==> src/rtl/cpc_pkg.sv <==
package cpc_pkg;
  localparam int CNT_W   = 16;
  localparam int SEL_W   = 3;
  localparam int NUM_DIV = 4;
  localparam int PRE_W   = 2 * (NUM_DIV - 1);
  localparam logic [SEL_W-1:0] SEL_CHAIN = 3'b111;

  typedef struct packed {
    logic up;
    logic dn;
  } step_t;
endpackage

==> src/rtl/cpc_prescaler.sv <==
module cpc_prescaler
  import cpc_pkg::*;
#(
  parameter int N_DIV = NUM_DIV,
  parameter int PW    = 2 * (N_DIV - 1)
) (
  input  logic             clk,
  input  logic             rst_n,
  output logic [N_DIV-1:0] tick
);
  logic [PW-1:0] pre_cnt;

  always_ff @(posedge clk or negedge rst_n) begin
    if (!rst_n) pre_cnt <= '0;
    else        pre_cnt <= pre_cnt + 1'b1;
  end

  for (genvar i = 0; i < N_DIV; i++) begin : g_tick
    if (i == 0) begin : g_always
      assign tick[i] = 1'b1;
    end else begin : g_masked
      assign tick[i] = &pre_cnt[2*i-1:0];
    end
  end
endmodule

==> src/rtl/cpc_quad_decoder.sv <==
module cpc_quad_decoder
  import cpc_pkg::*;
(
  input  logic  clk,
  input  logic  rst_n,
  input  logic  qa,
  input  logic  qb,
  output step_t step
);
  logic [1:0] sync1, sync2, prev;

  always_ff @(posedge clk or negedge rst_n) begin
    if (!rst_n) begin
      sync1 <= '0;
      sync2 <= '0;
      prev  <= '0;
    end else begin
      sync1 <= {qa, qb};
      sync2 <= sync1;
      prev  <= sync2;
    end
  end

  always_comb begin
    step = '0;
    case ({prev, sync2})
      4'b00_10, 4'b10_11, 4'b11_01, 4'b01_00: step.up = 1'b1;
      4'b00_01, 4'b01_11, 4'b11_10, 4'b10_00: step.dn = 1'b1;
      default: step = '0;
    endcase
  end
endmodule

==> src/rtl/cpc_channel.sv <==
module cpc_channel
  import cpc_pkg::*;
#(
  parameter int W        = CNT_W,
  parameter int SW       = SEL_W,
  parameter int N_DIV    = NUM_DIV,
  parameter bit IS_UPPER = 1'b0
) (
  input  logic             clk,
  input  logic             rst_n,
  input  logic             start,
  input  logic             phase_en,
  input  logic [SW-1:0]    sel,
  input  logic [N_DIV-1:0] div_tick,
  input  step_t            quad,
  input  step_t            chain,
  input  logic             wr_en,
  input  logic [W-1:0]     wr_data,
  output logic [W-1:0]     count,
  output step_t            wrap
);
  localparam logic [W-1:0] ALL_ONES = {W{1'b1}};

  logic  sel_tick;
  step_t chain_src;
  step_t move;

  always_comb begin
    sel_tick = 1'b0;
    for (int i = 0; i < N_DIV; i++) begin
      if (sel == SW'(i)) sel_tick = div_tick[i];
    end
  end

  if (IS_UPPER) begin : g_chain
    assign chain_src = (sel == SEL_CHAIN) ? chain : '0;
  end else begin : g_no_chain
    assign chain_src = '0;
  end

  always_comb begin
    move = '0;
    if (start && !wr_en) begin
      if (phase_en)                         move = quad;
      else if (IS_UPPER && sel == SEL_CHAIN) move = chain_src;
      else                                   move.up = sel_tick;
    end
  end

  assign wrap.up = move.up && (count == ALL_ONES);
  assign wrap.dn = move.dn && (count == '0);

  always_ff @(posedge clk or negedge rst_n) begin
    if (!rst_n)       count <= '0;
    else if (wr_en)   count <= wr_data;
    else if (move.up) count <= count + 1'b1;
    else if (move.dn) count <= count - 1'b1;
  end
endmodule

==> src/rtl/cascade_counter_pair.sv <==
module cascade_counter_pair
  import cpc_pkg::*;
(
  input  logic             clk,
  input  logic             rst_n,
  input  logic             lo_start,
  input  logic             hi_start,
  input  logic             lo_phase_en,
  input  logic             hi_phase_en,
  input  logic [SEL_W-1:0] lo_clk_sel,
  input  logic [SEL_W-1:0] hi_clk_sel,
  input  logic             lo_qa,
  input  logic             lo_qb,
  input  logic             hi_qa,
  input  logic             hi_qb,
  input  logic             wr_lo_en,
  input  logic [CNT_W-1:0] wr_lo_data,
  input  logic             wr_hi_en,
  input  logic [CNT_W-1:0] wr_hi_data,
  output logic [CNT_W-1:0] lo_count,
  output logic [CNT_W-1:0] hi_count
);
  logic [NUM_DIV-1:0] div_tick;
  step_t lo_quad, hi_quad, lo_wrap, hi_wrap;
  logic  lo_wrap_up, lo_wrap_dn;

  cpc_prescaler #(.N_DIV(NUM_DIV), .PW(PRE_W)) u_pre (
    .clk(clk), .rst_n(rst_n), .tick(div_tick)
  );

  cpc_quad_decoder u_lo_q (
    .clk(clk), .rst_n(rst_n), .qa(lo_qa), .qb(lo_qb), .step(lo_quad)
  );

  cpc_quad_decoder u_hi_q (
    .clk(clk), .rst_n(rst_n), .qa(hi_qa), .qb(hi_qb), .step(hi_quad)
  );

  cpc_channel #(.IS_UPPER(1'b0)) u_lo (
    .clk(clk), .rst_n(rst_n), .start(lo_start), .phase_en(lo_phase_en),
    .sel(lo_clk_sel), .div_tick(div_tick), .quad(lo_quad), .chain('0),
    .wr_en(wr_lo_en), .wr_data(wr_lo_data), .count(lo_count), .wrap(lo_wrap)
  );

  cpc_channel #(.IS_UPPER(1'b1)) u_hi (
    .clk(clk), .rst_n(rst_n), .start(hi_start), .phase_en(hi_phase_en),
    .sel(hi_clk_sel), .div_tick(div_tick), .quad(hi_quad), .chain(lo_wrap),
    .wr_en(wr_hi_en), .wr_data(wr_hi_data), .count(hi_count), .wrap(hi_wrap)
  );

  assign lo_wrap_up = lo_wrap.up;
  assign lo_wrap_dn = lo_wrap.dn;
endmodule

==> config.mk <==
export PLATFORM = sky130hd
export DESIGN_NAME = cascade_counter_pair
export DESIGN_NICKNAME = d
export VERILOG_FILES = /design/src/rtl/cpc_pkg.sv /design/src/rtl/cpc_prescaler.sv /design/src/rtl/cpc_quad_decoder.sv /design/src/rtl/cpc_channel.sv /design/src/rtl/cascade_counter_pair.sv
export SDC_FILE = /design/constraint.sdc
export NUM_CORES = 1
export LEC_CHECK = 0
export ABC_AREA = 1
export BUFFER_PORTS_ARGS = -buffer_cell sky130_fd_sc_hd__buf_2
export CORE_MARGIN = 2
export CORE_UTILIZATION = 50
export CTS_CLUSTER_DIAMETER = 40
export DETAILED_ROUTE_END_ITERATION = 12
export HOLD_SLACK_MARGIN = 0.12
export PLACE_DENSITY = 0.74
export SYNTH_ARGS = -nofsm -noshare
export SYNTH_HDL_FRONTEND = slang
export SYNTH_SLANG_ARGS = --single-unit
export TNS_END_PERCENT = 100
==> constraint.sdc <==
create_clock -name clk -period 3.2 [get_ports clk]
set_input_delay 0.64 -clock clk [delete_from_list [all_inputs] [get_ports clk]]
set_output_delay 0.64 -clock clk [all_outputs]
set_load 0.01 [all_outputs]
==> out/metrics.csv, run 1 <==
metric;value;unit
Setup crit start kind;register;
Synth Warn #;0;
Worst IR Drop VDD;0.3290;mV
min Tclk post-route;2.968;ns
vias in the first global route;3707;
clk slew on worst S/H paths;0.10;ns
Die X;91.62;µm
Area after DPL;0.004404;mm²
post-route ant nets;0;
crit path cell chain;ha_2 -> nand3_2 -> nand2_1 -> nand2_1 -> inv_1 -> nand2_1 -> nand2_2 -> nand2_1 -> nand2_2 -> nand3_4 -> buf_4 -> ha_1 -> a21oi_1 -> o21a_1 -> o21ai_0 -> a21oi_1 -> nand3b_1 -> nand3_1 -> nand2_1 -> nand2_1;
largest net degree at the start of global routing;40;
Cell Area, Synth;0.003839;mm²
f_max;336.9;MHz
fillers;676;
row cnt;31;
Initial DRT Pass Iterations;5;
max incr delay on CP;0.39;ns
outcome;finished clean;
Least-Margin Pin Slew;0.9193;ns
CP top delay family;simple AND/OR/NAND/NOR gates;
Port Buffer Count;81;
top post-synthesis cells by area;dfrtp_1 33%, nand2_1 11%, ha_1 10%;
hold slack;0.3564;ns
Final GP Congestion;0.9276;
Design Power;2.823;mW
Synth Net Count;607;
initial core utilization;52.36;%
drc violations;0;
CP arrival;3.18;ns
Synth cell types;38;
Layout Nets;702;
Area growth, synth to finish;19.85;%
register bit total from synthesis;50;
commonest non-fill, non-tap cells in the layout;114 x nand2_1, 81 x buf_2, 54 x inv_1;
Synth Flop Type;dfrtp_1;
CTS tree;done;
final number of setup-violating endpoints;0;
root buffer cell;clkbuf_8;
Max clock buf depth;2;
Post-Route WL;10100;µm
commonest non-fill, non-tap cell in the layout;nand2_1;
Post-synth EDFFs;0;
pwr dens;613.7;mW/mm²
Top cell by count, worst path;nand2_1;
Max Cap Violations;0;
total core area;0.007331;mm²
Clk Latency, worst-skew pair;0.32;ns
CP Class;register to register;
total grt overflow;0;
ys async rst share;100.0;%
Yosys top cell area share;32.59;%
Synth area leader;dfrtp_1;
Die Y;91.62;µm
Post-DP HPWL;7797;µm
Layout Skew;0.009923;ns
dpl ws;-0.03718;ns
part of the Yosys area used for sequential elements;32.59;%
initial antenna violation count;0;
Total Die Area;0.008394;mm²
Num CTS Buffers;5;
number of antenna diodes;0;
layout cells sized above 1;21.94;%
Final Hold Fails;0;
CP Data Required Time;3.41;ns
initial drt markers;205;
Finished Cell Area;0.004601;mm²
CP max FO;8;
storage element area;0.001251;mm²
Worst slew margin;38.71;%
synthesized area per cell;7.326;µm²
CP endpoint kind;register;
DR vias/cell;5.444;
max-slew violation count;0;
DR vias;3914;
worst setup margin;0.2319;ns
Ports;82;
Routed wire per std cell;14.05;µm
Multi-input gate area;0.002389;mm²
RSZ-0062 raised after global routing;true;
Total GRT Usage;24.29;%
Critical-path top delay cell;dfrtp_1;
hold crit path type;register to register;
H-Tree Depth;2;
final core utilization;62.76;%
clock sink count;50;
period utilization;92.75;%
WP buf/inv;2;
Mapped Cells;524;
Leak;2.316;nW
first-pass GRT wire length;16530;µm
==> logic make-up after synthesis <==
family	synth area share, %
XOR/XNOR	4.563
adder cells (fa/ha/maj)	11.15
AO/OA/AOI/OAI	18.12
flip-flops	32.59
AND/OR/NAND/NOR	26.60
buffers and inverters	6.975
==> cells in the mapped netlist, types with 2 or more instances <==
master	number
o21ai_0	35
inv_2	3
ha_1	31
nand2_2	2
o211ai_1	3
fa_1	2
a21boi_0	2
a31oi_1	5
nand2_1	114
o22ai_1	5
nand4_1	7
a21o_1	6
dfrtp_1	50
nor2_1	49
o21ai_1	9
nand3_4	2
buf_4	2
inv_1	54
xor2_1	12
a21oi_1	47
nand3_1	35
a31o_2	3
o31ai_1	2
nor3_1	7
or2_2	4
clkbuf_1	6
o21a_1	4
nand3b_1	6
xnor2_1	8
==> through the flow <==
| step | cells | TNS, ns |
|---|---|---|
| after floorplan | 524 | 0 |
| after global placement | 706 | 0 |
| after detailed placement | 706 | -0.03718 |
| after CTS | 714 | 0 |
| after global routing | 719 | -0.02829 |
| final | 719 | 0 |
==> worst paths after layout <==
path / depth (start not counted) / slack, ns / endpoint / from
max in group asynchronous: 2 / 2.09 / u_hi.count[4] / rst_n
setup / recovery: 20 / 0.23 / u_hi.count[15] / u_pre.pre_cnt[0]
setup reg to reg: 20 / 0.23 / u_hi.count[15] / u_pre.pre_cnt[0]
min in group asynchronous: 1 / 0.45 / u_pre.pre_cnt[1] / rst_n
hold reg to reg: 0 / 0.36 / u_lo_q.sync2[1] / u_lo_q.sync1[1]
hold / removal: 0 / 0.36 / u_lo_q.sync2[1] / u_lo_q.sync1[1]
==> where the power goes <==
part	total [mW]	switching, mW	internal (mW)
Clock	0.406	0.242	0.164
Sequential	0.887	0.143	0.745
Combinational	1.53	0.894	0.636
==> metal layers <==
| layer | wire (µm) | global-route usage, % | part of all wire [%] | up-vias |
|---|---|---|---|---|
| li1 | - | - | - | 1969 |
| met1 | 4432 | 30.58 | 44 | 1822 |
| met2 | 4900 | 40.81 | 49 | 109 |
| met3 | 615 | 5.341 | 6.1 | 14 |
| met4 | 153 | 9.091 | 1.5 | 0 |
| met5 | 0 | 0 | 0 | - |
==> what timing repair did <==
action                                  CTS  global route
setup buffers                             0             4
hold buffers                              0             0
gates cloned                              0             1
pin swaps                                 0             1
gates resized for setup                   1            18
endpoints found under the setup margin    1            12
==> flip-flops by register name (all words and copies together) (netlist names) <==
register / cells
u_lo_q.prev: 2
u_lo.count: 16
u_hi_q.prev: 2
u_hi.count: 16
u_lo_q.sync1: 2
u_pre.pre_cnt: 6
u_hi_q.sync2: 2
u_lo_q.sync2: 2
u_hi_q.sync1: 2
==> layout make-up <==
cell class	count	area share, %
multi-input combinational	408	51.92
sequential	50	27.20
timing repair buffer	97	11.42
inverter	57	4.651
tap	99	2.692
clock buffer	5	1.496
clock inverter	3	0.6255
Power figures use the tool's default switching activity.
==> inputs of run 2 (changes only) <==
--- a/config.mk
+++ b/config.mk
@@ -7,13 +7,14 @@
 export LEC_CHECK = 0
 export ABC_AREA = 1
 export BUFFER_PORTS_ARGS = -buffer_cell sky130_fd_sc_hd__buf_2
+export CELL_PAD_IN_SITES_DETAIL_PLACEMENT = 1
+export CELL_PAD_IN_SITES_GLOBAL_PLACEMENT = 1
 export CORE_MARGIN = 2
-export CORE_UTILIZATION = 50
+export CORE_UTILIZATION = 40
 export CTS_CLUSTER_DIAMETER = 40
 export DETAILED_ROUTE_END_ITERATION = 12
 export HOLD_SLACK_MARGIN = 0.12
-export PLACE_DENSITY = 0.74
+export PLACE_DENSITY_LB_ADDON = 0.1
 export SYNTH_ARGS = -nofsm -noshare
 export SYNTH_HDL_FRONTEND = slang
 export SYNTH_SLANG_ARGS = --single-unit
-export TNS_END_PERCENT = 100
==> constraint.sdc (replaced) <==
create_clock -name clk -period 3.4 [get_ports clk]
set_input_delay 0.68 -clock clk [delete_from_list [all_inputs] [get_ports clk]]
set_output_delay 0.68 -clock clk [all_outputs]
set_load 0.01 [all_outputs]
==> run 2 against run 1 <==
Non-clock buffer count fell by 4. First-iteration DRC count fell by 48%. Combinational power decreased by 3%. Global-route usage is 0.092 points higher. Via count is 0.15% higher. Critical path type unchanged. Maximum frequency shrank 6.1%. Setup slack better by 0.0055 ns. Clock skew rose by 0.0020 ns. Die area grew 24%.
==> out/metrics.csv, run 2 (synthesis gave the netlist of run 1 again) <==
metric;value;unit;change
number of antenna diodes;0;;unchanged
Worst IR Drop VDD;0.2128;mV;-35%
Post-Route WL;12080;µm;+20%
Sw Ratio;46.66;%;+1.4 points
root buffer cell;clkbuf_8;;
Initial DRT Pass Iterations;4;;-1
clock sink count;50;;unchanged
total grt overflow;0;;unchanged
P_int;1.452;mW;-6.0%
Clk pwr share;14.9;%;+0.5 points
Layout Skew;0.01193;ns;+0.002007 ns
fin cells;745;;+3.6%
Post-DP HPWL;9444;µm;+21%
initial drt markers;106;;-48%
initial core utilization;41.35;%;-11 points
Area growth, synth to finish;19.62;%;
logic gate share of total power;54.5;%;+0.3 points
Total GRT Usage;24.39;%;+0.092 points
min Tclk post-route;3.163;ns;+0.1945 ns
Leak;2.299;nW;-0.74%
Total Die Area;0.01040;mm²;+24%
DR vias;3920;;+0.15%
Clk Latency, worst-skew pair;0.33;ns;about the same
Top cell by count, worst path;nand2_1;;
biggest regs;u_hi.count (16), u_lo.count (16), u_pre.pre_cnt (6);;
r2r startpoint;u_pre.pre_cnt[0];;
hold slack;0.3417;ns;-0.01474 ns
first-pass GRT wire length;19950;µm;+21%
outcome;finished clean;;
vias in the first global route;4051;;+9.3%
final core utilization;49.46;%;-13 points
CP Data Required Time;3.64;ns;+0.23 ns
largest net degree at the start of global routing;27;;-33%
Area after DPL;0.004419;mm²;+0.34%
max-slew violation count;0;;unchanged
commonest non-fill, non-tap cells in the layout;114 x nand2_1, 81 x buf_2, 54 x inv_1;;
Setup Total Neg Slack;0;ns;unchanged
dpl ws;-0.06709;ns;-0.02991 ns
hold crit path type;primary input to async pin;;
total core area;0.009284;mm²;+27%
Routed wire per std cell;16.21;µm;+15%
CP arrival;3.41;ns;+0.23 ns
worst setup margin;0.2374;ns;+0.005530 ns
row cnt;35;;+13%
CP max FO;8;;unchanged
layout cells sized above 1;20.13;%;-1.8 points
final number of setup-violating endpoints;0;;unchanged
fillers;1236;;+83%
Layout Nets;698;;-0.57%
period utilization;93.02;%;+0.26 points
Finished Cell Area;0.004592;mm²;-0.19%
Max clock buf depth;2;;unchanged
Die X;102.0;µm;+11%
Max Cap Violations;0;;unchanged
Setup crit start kind;register;;
Placed Instances;733;;+3.8%
Critical-path top delay cell;dfrtp_1;;
CP Class;register to register;;
CP endpoint kind;register;;
commonest non-fill, non-tap cell in the layout;nand2_1;;
pwr dens;592.7;mW/mm²;-3.4%
Least-Margin Pin Slew;0.5963;ns;-0.3230 ns
CTS tree;done;;
Seq pwr share;30.6;%;-0.8 points
Worst slew margin;60.25;%;+22 points
Ports;82;;unchanged
f_max;316.2;MHz;-6.1%
Design Power;2.721;mW;-3.6%
Num CTS Buffers;5;;unchanged
H-Tree Depth;2;;unchanged
DR vias/cell;5.262;;-3.3%
drc violations;0;;unchanged
crit path cell chain;ha_2 -> nand3_2 -> nand2_1 -> nand2_1 -> inv_1 -> nand2_1 -> nand2_2 -> nand2_1 -> nand2_2 -> nand3_4 -> buf_4 -> ha_1 -> nand2_1 -> o21ai_0 -> nand2_1 -> nand3_1 -> nand2_1 -> nand2_1 -> a21oi_1 -> o21a_1 -> o21ai_0;;
Final GP Congestion;0.8982;;-3.2%
Port Buffer Count;81;;unchanged
initial antenna violation count;0;;unchanged
clk slew on worst S/H paths;0.12;ns;+0.02 ns
Net Switching;1.270;mW;-0.71%
Final Hold Fails;0;;unchanged
max incr delay on CP;0.40;ns;about the same
Die Y;102.0;µm;+11%
post-route ant nets;0;;unchanged
crit path from;u_pre.pre_cnt[0];;
-- run 2: final cells by class --
| type | instances | area, µm² | area share (%) |
|---|---|---|---|
| repair buffers | 93 | 495.5 | 10.79 |
| flip-flops and latches | 50 | 1251 | 27.25 |
| multi-input cells | 408 | 2372 | 51.66 |
| clock inverters | 3 | 28.78 | 0.6267 |
| well taps | 129 | 161.4 | 3.515 |
| clock buffers | 5 | 68.82 | 1.499 |
| inverters | 57 | 214.0 | 4.659 |
-- run 2: per-layer routing --
metal  GRT usage (%)  up-vias  share of wire [%]
li1                -     1953                  -
met1           35.54     1873                 49
met2           39.17       83                 45
met3           2.941       11                4.1
met4           5.026        0                1.1
met5               0        -                  0
-- run 2: path summary, 6_finish.rpt --
path	end	slack, ns	cells past startpoint
setup / recovery	u_hi.count[13]	0.24	21
hold / removal	u_lo.count[7]	0.34	1
setup reg to reg	u_hi.count[13]	0.24	21
hold reg to reg	u_lo_q.sync2[1]	0.36	0
max in group asynchronous	u_hi.count[7]	2.27	2
min in group clk	u_lo_q.sync2[1]	0.36	0
-- run 2: worst max-delay path, delay by kind of cell (launching register included) --
family / cells / cell delay (ns)
AO/OA/AOI/OAI: 4 / 0.57
adder cells (fa/ha/maj): 2 / 0.59
buffers and inverters: 2 / 0.23
flip-flops: 1 / 0.40
AND/OR/NAND/NOR: 13 / 1.31
-- run 2: power by group through the flow --
stage | Clock, mW | Sequential, mW | Combinational, mW
global route | 0.441 | 0.849 | 1.69
global placement | 0 | 0.833 | 1.38
detailed placement | 0 | 0.842 | 1.43
CTS | 0.419 | 0.831 | 1.44
floorplan | 0 | 0.857 | 0.947
finish | 0.406 | 0.834 | 1.48
-- run 2: timing repair --
| action | in CTS | in global routing |
|---|---|---|
| hold buffers | 0 | 0 |
| resized for setup | 0 | 10 |
| setup endpoints to repair | 0 | 10 |
| buffers inserted | 0 | 3 |
